`src/rtl/stride_rpt_pkg.sv`:
```
package stride_rpt_pkg;

  localparam int ST_W = 2;

  typedef enum logic [ST_W-1:0] {
    ST_INIT   = 2'd0,
    ST_TRANS  = 2'd1,
    ST_STEADY = 2'd2,
    ST_NOPRED = 2'd3
  } rpt_state_e;

endpackage

```
`src/rtl/rpt_store.sv`:
```
module rpt_store #(
  parameter int DEPTH  = 16,
  parameter int DATA_W = 64,
  localparam int IDX_W = (DEPTH > 1) ? $clog2(DEPTH) : 1
) (
  input  logic              clk,
  input  logic              rst,
  input  logic [IDX_W-1:0]  rd_idx,
  output logic [DATA_W-1:0] rd_data,
  output logic              rd_vld,
  input  logic              wr_en,
  input  logic [IDX_W-1:0]  wr_idx,
  input  logic [DATA_W-1:0] wr_data
);

  logic [DATA_W-1:0] mem [DEPTH];
  logic [DEPTH-1:0]  vld;

  // Payload array: no reset, synchronous read, so it maps to block RAM.
  always_ff @(posedge clk) begin
    if (wr_en) mem[wr_idx] <= wr_data;
    rd_data <= mem[rd_idx];
  end

  // Occupancy bits live in flops so that reset can clear them at once.
  for (genvar g = 0; g < DEPTH; g++) begin : g_vld
    always_ff @(posedge clk) begin
      if (rst)                                    vld[g] <= 1'b0;
      else if (wr_en && (wr_idx == IDX_W'(g)))    vld[g] <= 1'b1;
    end
  end

  always_ff @(posedge clk) begin
    if (rst) rd_vld <= 1'b0;
    else     rd_vld <= vld[rd_idx];
  end

  assert_reset_clear_R1: assert property (@(posedge clk) disable iff (rst)
    $past(rst) |-> (vld == '0 && !rd_vld));

endmodule

```
`src/rtl/rpt_update.sv`:
```
module rpt_update
  import stride_rpt_pkg::*;
#(
  parameter int TAG_W  = 26,
  parameter int ADDR_W = 32
) (
  input  logic              cur_vld,
  input  logic [TAG_W-1:0]  cur_tag,
  input  logic [ADDR_W-1:0] cur_prev,
  input  logic [ADDR_W-1:0] cur_stride,
  input  rpt_state_e        cur_state,
  input  logic [TAG_W-1:0]  req_tag,
  input  logic [ADDR_W-1:0] req_addr,
  output logic              hit,
  output logic [TAG_W-1:0]  nxt_tag,
  output logic [ADDR_W-1:0] nxt_prev,
  output logic [ADDR_W-1:0] nxt_stride,
  output rpt_state_e        nxt_state,
  output logic              pf_fire,
  output logic [ADDR_W-1:0] pf_target
);

  logic [ADDR_W-1:0] seen_stride;
  logic              same_stride;

  assign hit         = cur_vld && (cur_tag == req_tag);
  assign seen_stride = req_addr - cur_prev;   // two's-complement step
  assign same_stride = (seen_stride == cur_stride);

  always_comb begin
    nxt_tag    = req_tag;
    nxt_prev   = req_addr;                    // always tracks the last address
    nxt_stride = cur_stride;
    nxt_state  = cur_state;
    if (!hit) begin
      nxt_stride = '0;
      nxt_state  = ST_INIT;
    end else begin
      unique case (cur_state)
        ST_INIT: begin
          if (same_stride) nxt_state = ST_STEADY;
          else begin
            nxt_state  = ST_TRANS;
            nxt_stride = seen_stride;
          end
        end
        ST_TRANS: begin
          if (same_stride) nxt_state = ST_STEADY;
          else begin
            nxt_state  = ST_NOPRED;
            nxt_stride = seen_stride;
          end
        end
        ST_STEADY: begin
          if (!same_stride) begin
            nxt_state  = ST_INIT;
            nxt_stride = seen_stride;
          end
        end
        ST_NOPRED: begin
          if (same_stride) nxt_state = ST_TRANS;
          else             nxt_stride = seen_stride;
        end
        default: nxt_state = ST_INIT;
      endcase
    end
  end

  assign pf_fire   = hit && (nxt_state == ST_STEADY) && (nxt_stride != '0);
  assign pf_target = req_addr + nxt_stride;

endmodule

```
`src/rtl/stride_rpt.sv`:
```
module stride_rpt
  import stride_rpt_pkg::*;
#(
  parameter int DEPTH  = 16,
  parameter int PC_W   = 32,
  parameter int ADDR_W = 32,
  parameter int PC_LSB = 2
) (
  input  logic              clk,
  input  logic              rst,
  input  logic              req_valid,
  input  logic [PC_W-1:0]   req_pc,
  input  logic [ADDR_W-1:0] req_addr,
  output logic              pf_valid,
  output logic [ADDR_W-1:0] pf_addr
);

  localparam int IDX_W = (DEPTH > 1) ? $clog2(DEPTH) : 1;
  localparam int TAG_W = PC_W - IDX_W - PC_LSB;
  localparam int ENT_W = TAG_W + 2 * ADDR_W + ST_W;

  // ---------------- stage 0: index and read ----------------
  logic [IDX_W-1:0]  in_idx;
  logic [TAG_W-1:0]  in_tag;
  assign in_idx = req_pc[PC_LSB +: IDX_W];
  assign in_tag = req_pc[PC_W-1 -: TAG_W];

  logic              s1_valid;
  logic [IDX_W-1:0]  s1_idx;
  logic [TAG_W-1:0]  s1_tag;
  logic [ADDR_W-1:0] s1_addr;

  always_ff @(posedge clk) begin
    if (rst) s1_valid <= 1'b0;
    else     s1_valid <= req_valid;
    s1_idx  <= in_idx;
    s1_tag  <= in_tag;
    s1_addr <= req_addr;
  end

  logic [ENT_W-1:0] rd_word;
  logic             rd_vld;
  logic [ENT_W-1:0] nxt_word;

  rpt_store #(.DEPTH(DEPTH), .DATA_W(ENT_W)) u_store (
    .clk     (clk),
    .rst     (rst),
    .rd_idx  (in_idx),
    .rd_data (rd_word),
    .rd_vld  (rd_vld),
    .wr_en   (s1_valid),
    .wr_idx  (s1_idx),
    .wr_data (nxt_word)
  );

  // The slot written at an edge may be the one read at that same edge:
  // capture the written value and use it instead of the stale RAM data.
  logic             fwd_q;
  logic [ENT_W-1:0] fwd_word;

  always_ff @(posedge clk) begin
    if (rst) fwd_q <= 1'b0;
    else     fwd_q <= s1_valid && (s1_idx == in_idx);
    fwd_word <= nxt_word;
  end

  // ---------------- stage 1: update ----------------
  logic [ENT_W-1:0]  cur_word;
  logic              cur_vld;
  logic [TAG_W-1:0]  cur_tag;
  logic [ADDR_W-1:0] cur_prev;
  logic [ADDR_W-1:0] cur_stride;
  rpt_state_e        cur_state;

  assign cur_word   = fwd_q ? fwd_word : rd_word;
  assign cur_vld    = fwd_q | rd_vld;
  assign cur_tag    = cur_word[ENT_W-1 -: TAG_W];
  assign cur_prev   = cur_word[ST_W + ADDR_W +: ADDR_W];
  assign cur_stride = cur_word[ST_W +: ADDR_W];
  assign cur_state  = rpt_state_e'(cur_word[ST_W-1:0]);

  logic              upd_hit;
  logic [TAG_W-1:0]  nxt_tag;
  logic [ADDR_W-1:0] nxt_prev;
  logic [ADDR_W-1:0] nxt_stride;
  rpt_state_e        nxt_state;
  logic              pf_fire;
  logic [ADDR_W-1:0] pf_target;

  rpt_update #(.TAG_W(TAG_W), .ADDR_W(ADDR_W)) u_update (
    .cur_vld    (cur_vld),
    .cur_tag    (cur_tag),
    .cur_prev   (cur_prev),
    .cur_stride (cur_stride),
    .cur_state  (cur_state),
    .req_tag    (s1_tag),
    .req_addr   (s1_addr),
    .hit        (upd_hit),
    .nxt_tag    (nxt_tag),
    .nxt_prev   (nxt_prev),
    .nxt_stride (nxt_stride),
    .nxt_state  (nxt_state),
    .pf_fire    (pf_fire),
    .pf_target  (pf_target)
  );

  assign nxt_word = {nxt_tag, nxt_prev, nxt_stride, nxt_state};

  // ---------------- output registers ----------------
  always_ff @(posedge clk) begin
    if (rst) begin
      pf_valid <= 1'b0;
      pf_addr  <= '0;
    end else begin
      pf_valid <= s1_valid && pf_fire;
      if (s1_valid && pf_fire) pf_addr <= pf_target;
    end
  end

  assert_latency_R2: assert property (@(posedge clk) disable iff (rst)
    pf_valid |-> $past(req_valid, 2));

  assert_step_nonzero_R7: assert property (@(posedge clk) disable iff (rst)
    pf_valid |-> (pf_addr != $past(req_addr, 2)));

  assert_alloc_init_R3: assert property (@(posedge clk) disable iff (rst)
    (s1_valid && !upd_hit) |-> (nxt_state == ST_INIT && nxt_stride == '0 && !pf_fire));

  assert_steady_hold_R6: assert property (@(posedge clk) disable iff (rst)
    (s1_valid && upd_hit && cur_state == ST_STEADY && (s1_addr - cur_prev) == cur_stride)
      |-> (nxt_state == ST_STEADY));

  assert_nopred_slow_R9: assert property (@(posedge clk) disable iff (rst)
    (s1_valid && upd_hit && cur_state == ST_NOPRED) |-> (nxt_state != ST_STEADY && !pf_fire));

endmodule

```
`config.mk`:
```
export PLATFORM = sky130hd
export DESIGN_NAME = stride_rpt
export DESIGN_NICKNAME = d
export VERILOG_FILES = /design/src/rtl/stride_rpt_pkg.sv /design/src/rtl/rpt_store.sv /design/src/rtl/rpt_update.sv /design/src/rtl/stride_rpt.sv
export SDC_FILE = /design/constraint.sdc
export NUM_CORES = 2
export LEC_CHECK = 0
export BUFFER_PORTS_ARGS = -buffer_cell sky130_fd_sc_hd__buf_2
export CORE_MARGIN = 1
export CORE_UTILIZATION = 48
export DETAILED_ROUTE_END_ITERATION = 8
export GPL_TIMING_DRIVEN = 0
export HOLD_SLACK_MARGIN = 0.12
export PLACE_DENSITY = 0.75
export RECOVER_POWER = 50
export SYNTH_ARGS = -nofsm -noshare
export SYNTH_HDL_FRONTEND = slang
export SYNTH_SLANG_ARGS = --single-unit
```
`constraint.sdc`:
```
create_clock -name clk -period 16.12 [get_ports clk]
set_input_delay 1.612 -clock clk [delete_from_list [all_inputs] [get_ports clk]]
set_output_delay 1.612 -clock clk [all_outputs]
set_load 0.02 [all_outputs]
```
==> results.md <==
* Status: finished with violations
* Failing checks: max-capacitance violations, max-slew violations
* Final Wtd Congestion at between 0.9 and 1
* CTS tree: done
* Cell mode on critical path: buf_2
* Clock-pin slew on the worst setup and hold paths at around 70 ps
* Crit Path Max Fanout at 18
* Final nets at slightly above 4000
* Mapped Nets at 3661
* Synthesized instance count at around 3500
* Met1 Use GR at 0.363
* Worst Path Arrival at around 13000 ps
* Leak pwr at approximately 0.027 uW
* Worst vdd ir at 0.000111 V
* Die X at around 380 um
* First-pass iteration count of the detailed router at 6
* Worst-Skew Late Latency at about 850 ps
* Ys async rst share at 0
* Row count at 138
* Residual DRC count at 0
* Final Max Slew Viols at 500
* Syn Std Cell Area at 69200 um^2
* Placed Cells at approximately 5600
* Commonest non-fill, non-tap cell in the layout: edfxtp_1
* Setup Viol. Count Final at 0
* Port Buffers at slightly below 100
* Hold-critical path depth at 2
* Bufs on Longest Clock Path at 3
* Worst path slowest cell: nor2b_1
* Share of cells above drive strength 1 at 0.234
* Die Y at about 380 um
* CTS root buffer: clkbuf_16
* Overflow after GRT at 0
* Post-DR vias/cell at 6.36
* HP Class: register to register
* Yosys cell types at between 90 and 100
* Max-Cap Viols at 27
* Fin cells at approximately 5900
* Global routing's busiest layer: met2
* GRT Util Overall at 0.261
* Total CTS buffers at 169
* Yosys reg bits at 1770
* Met3 global-route usage at 0.0544
* Clock tree sinks at between 1500 and 2000
* Synth-to-layout area growth at 14.2%
* RSZ-0062 raised after global routing: no
* Crit start category: register
* Vias in the first global route at 37800
* Worst setup EP type: register
* Fin worst setup slack at about 4300 ps
* Core region area at 142000 um^2
* Critical Path RT at around 17000 ps
* Tmin final at 11820 ps
* Largest net degree at the start of global routing at 26
* Avg WL per Cell at 32.0 um
* Die ar. at roughly 150000 um^2
* Routed wire length at ~190 mm
* HPWL Detailed at about 120 mm
* I/O pins at 100
* Least-Margin Pin Slew at 2700 ps
* Ys flop type: edfxtp_1
* Setup bufs post-CTS at 0
* Post-route ant nets at 0
* PwrDens at 123 nW/um^2
* Post-Syn Area per Cell at a little under 20 um^2
* Worst-case reg-to-reg path depth at 27
* Most frequent cells in the layout: edfxtp_1 (1472), mux4_2 (465), dfxtp_1 (298), clkbuf_1 (210), clkbuf_16 (175)
* Relative slew margins at -0.808
* Dpl ws at about 4800 ps
* Initial Util at 0.486
* Sequential-to-total area share from yosys stat at 0.725
* Global-route wire length before repair at about 270 mm
* Worst Clk Skew at 49.6 ps
* Starting DRC count in detailed routing at 5370
* Initial antenna violation count at 11
* Crit path kind: register to register
* Synth Warn # at 0
* Highest clock rate at about 85 MHz
* Post_cts resized at 0
* # hold bufs at CTS at 0
* Fin. Hold Viols at 0
* CTS HTree Levels at 4
* DR vias at 37800
* Number of synthesized flops with an enable pin at 1472
* CP max stage delay at 1130 ps
* M2 GR Usage at 0.403
* Fin crit share at 0.733
-- flip-flops by register name, summed over array words and instances, names as in the netlist --
name / cells
u_store.mem: 1472
fwd_word: 92
u_store.rd_data: 92
pf_addr: 32
s1_addr: 32
s1_tag: 26
u_store.vld: 16
s1_idx: 4
fwd_q: 1
pf_valid: 1
s1_valid: 1
u_store.rd_vld: 1
-- per-layer routing --
metal	part of all wire	vias up
met5	0.00015	-
met4	0.039	6
met2	0.47	2481
met3	0.10	407
met1	0.39	19600
li1	-	15300
-- report_power, final --
| part | switching, uW | internal, uW | total (uW) |
|---|---|---|---|
| Combinational | 417 | 274 | 691 |
| Clock | 1740 | 2250 | 3990 |
| Sequential | 67.4 | 4990 | 5060 |
-- worst paths after layout --
path	start	to	slack, ps
setup / recovery	fwd_q	pf_addr[31]	4300
hold / removal	u_store.vld[12]	u_store.vld[12]	480
setup reg to reg	fwd_q	pf_addr[31]	4300
hold reg to reg	u_store.vld[12]	u_store.vld[12]	480
-- stage by stage --
stage | util | power (uW) | instance area, um^2 | hold WS, ps | setup TNS (ps)
final | 0.555 | 9740 | 79000 | 479 | 0
after global routing | 0.555 | 9980 | 79000 | 516 | 0
after CTS | 0.559 | 9760 | 79500 | 477 | 0
after floorplan | - | 5590 | 69200 | 435 | 0
after detailed placement | 0.520 | 5830 | 74000 | 454 | 0
after global placement | 0.506 | 5820 | 72000 | 445 | -258660
-- layout make-up --
| type | instances | area, um^2 |
|---|---|---|
| Tap cell | 1890 | 2360 |
| Fill cell | 10600 | 63300 |
| Clock inverter | 63 | 633 |
| Antenna cell | 3 | 7.51 |
| Sequential cell | 1770 | 50200 |
| Buffer | 178 | 728 |
| Clock buffer | 254 | 4940 |
| Inverter | 24 | 90.1 |
| Multi-Input combinational cell | 1557 | 18200 |
| Timing Repair Buffer | 204 | 1830 |
-- cells by family (layout without fill, tap and decap cells) --
logic type,after synthesis,after routing,synth area share
AOI/OAI and AO/OA,362,362,0.0349
other,0,3,0
and+or+nand+nor,456,456,0.0346
buffers and inverters,202,723,0.0117
muxes,572,572,0.167
adders and majority gates,66,66,0.0120
xor gates and xnor gates,101,101,0.0143
DFF,1770,1770,0.725
-- Yosys cell counts, types with 6 or more instances --
| cell type | count | area [um^2] |
|---|---|---|
| a21o_1 | 33 | 248 |
| nand3_1 | 58 | 290 |
| a211o_1 | 6 | 52.6 |
| dfxtp_1 | 298 | 5970 |
| o21a_1 | 16 | 120 |
| edfxtp_1 | 1472 | 44200 |
| buf_1 | 41 | 154 |
| nand4_1 | 31 | 194 |
| o311ai_0 | 6 | 52.6 |
| a31oi_1 | 10 | 62.6 |
| inv_1 | 23 | 86.3 |
| or2_2 | 6 | 37.5 |
| buf_2 | 21 | 105 |
| nor4b_1 | 7 | 61.3 |
| o211ai_1 | 11 | 82.6 |
| ha_1 | 64 | 801 |
| a21oi_1 | 97 | 485 |
| clkbuf_1 | 109 | 409 |
| xnor2_1 | 65 | 569 |
| o22ai_1 | 8 | 50.1 |
| mux2i_1 | 95 | 951 |
| xor2_1 | 28 | 245 |
| o31ai_1 | 6 | 45.0 |
| and4_1 | 6 | 52.6 |
| mux2_2 | 12 | 135 |
| or3_1 | 12 | 75.1 |
| o21ai_1 | 7 | 35.0 |
| nand3b_1 | 7 | 52.6 |
| nand2b_1 | 14 | 87.6 |
| a21boi_0 | 9 | 67.6 |
| nand2_1 | 71 | 267 |
| nor2b_1 | 16 | 100 |
| nor3_1 | 28 | 140 |
| o21ai_0 | 74 | 370 |
| nor4_1 | 17 | 106 |
| and2_1 | 14 | 87.6 |
| nor2_1 | 122 | 458 |
| a211oi_1 | 17 | 128 |
| mux4_2 | 465 | 10500 |
| and3_1 | 15 | 93.8 |
| xnor3_1 | 6 | 135 |
| buf_4 | 7 | 52.6 |
-- critical path, delay by kind of cell, from the launching register on --
kind	cells	cell delay, ps
muxes	1	270
adders and majority gates	2	840
and+or+nand+nor	5	2150
AOI/OAI and AO/OA	11	3300
DFF	1	440
xor gates and xnor gates	1	550
buffers and inverters	7	4070
No activity file was read; power rests on OpenSTA's default activity.
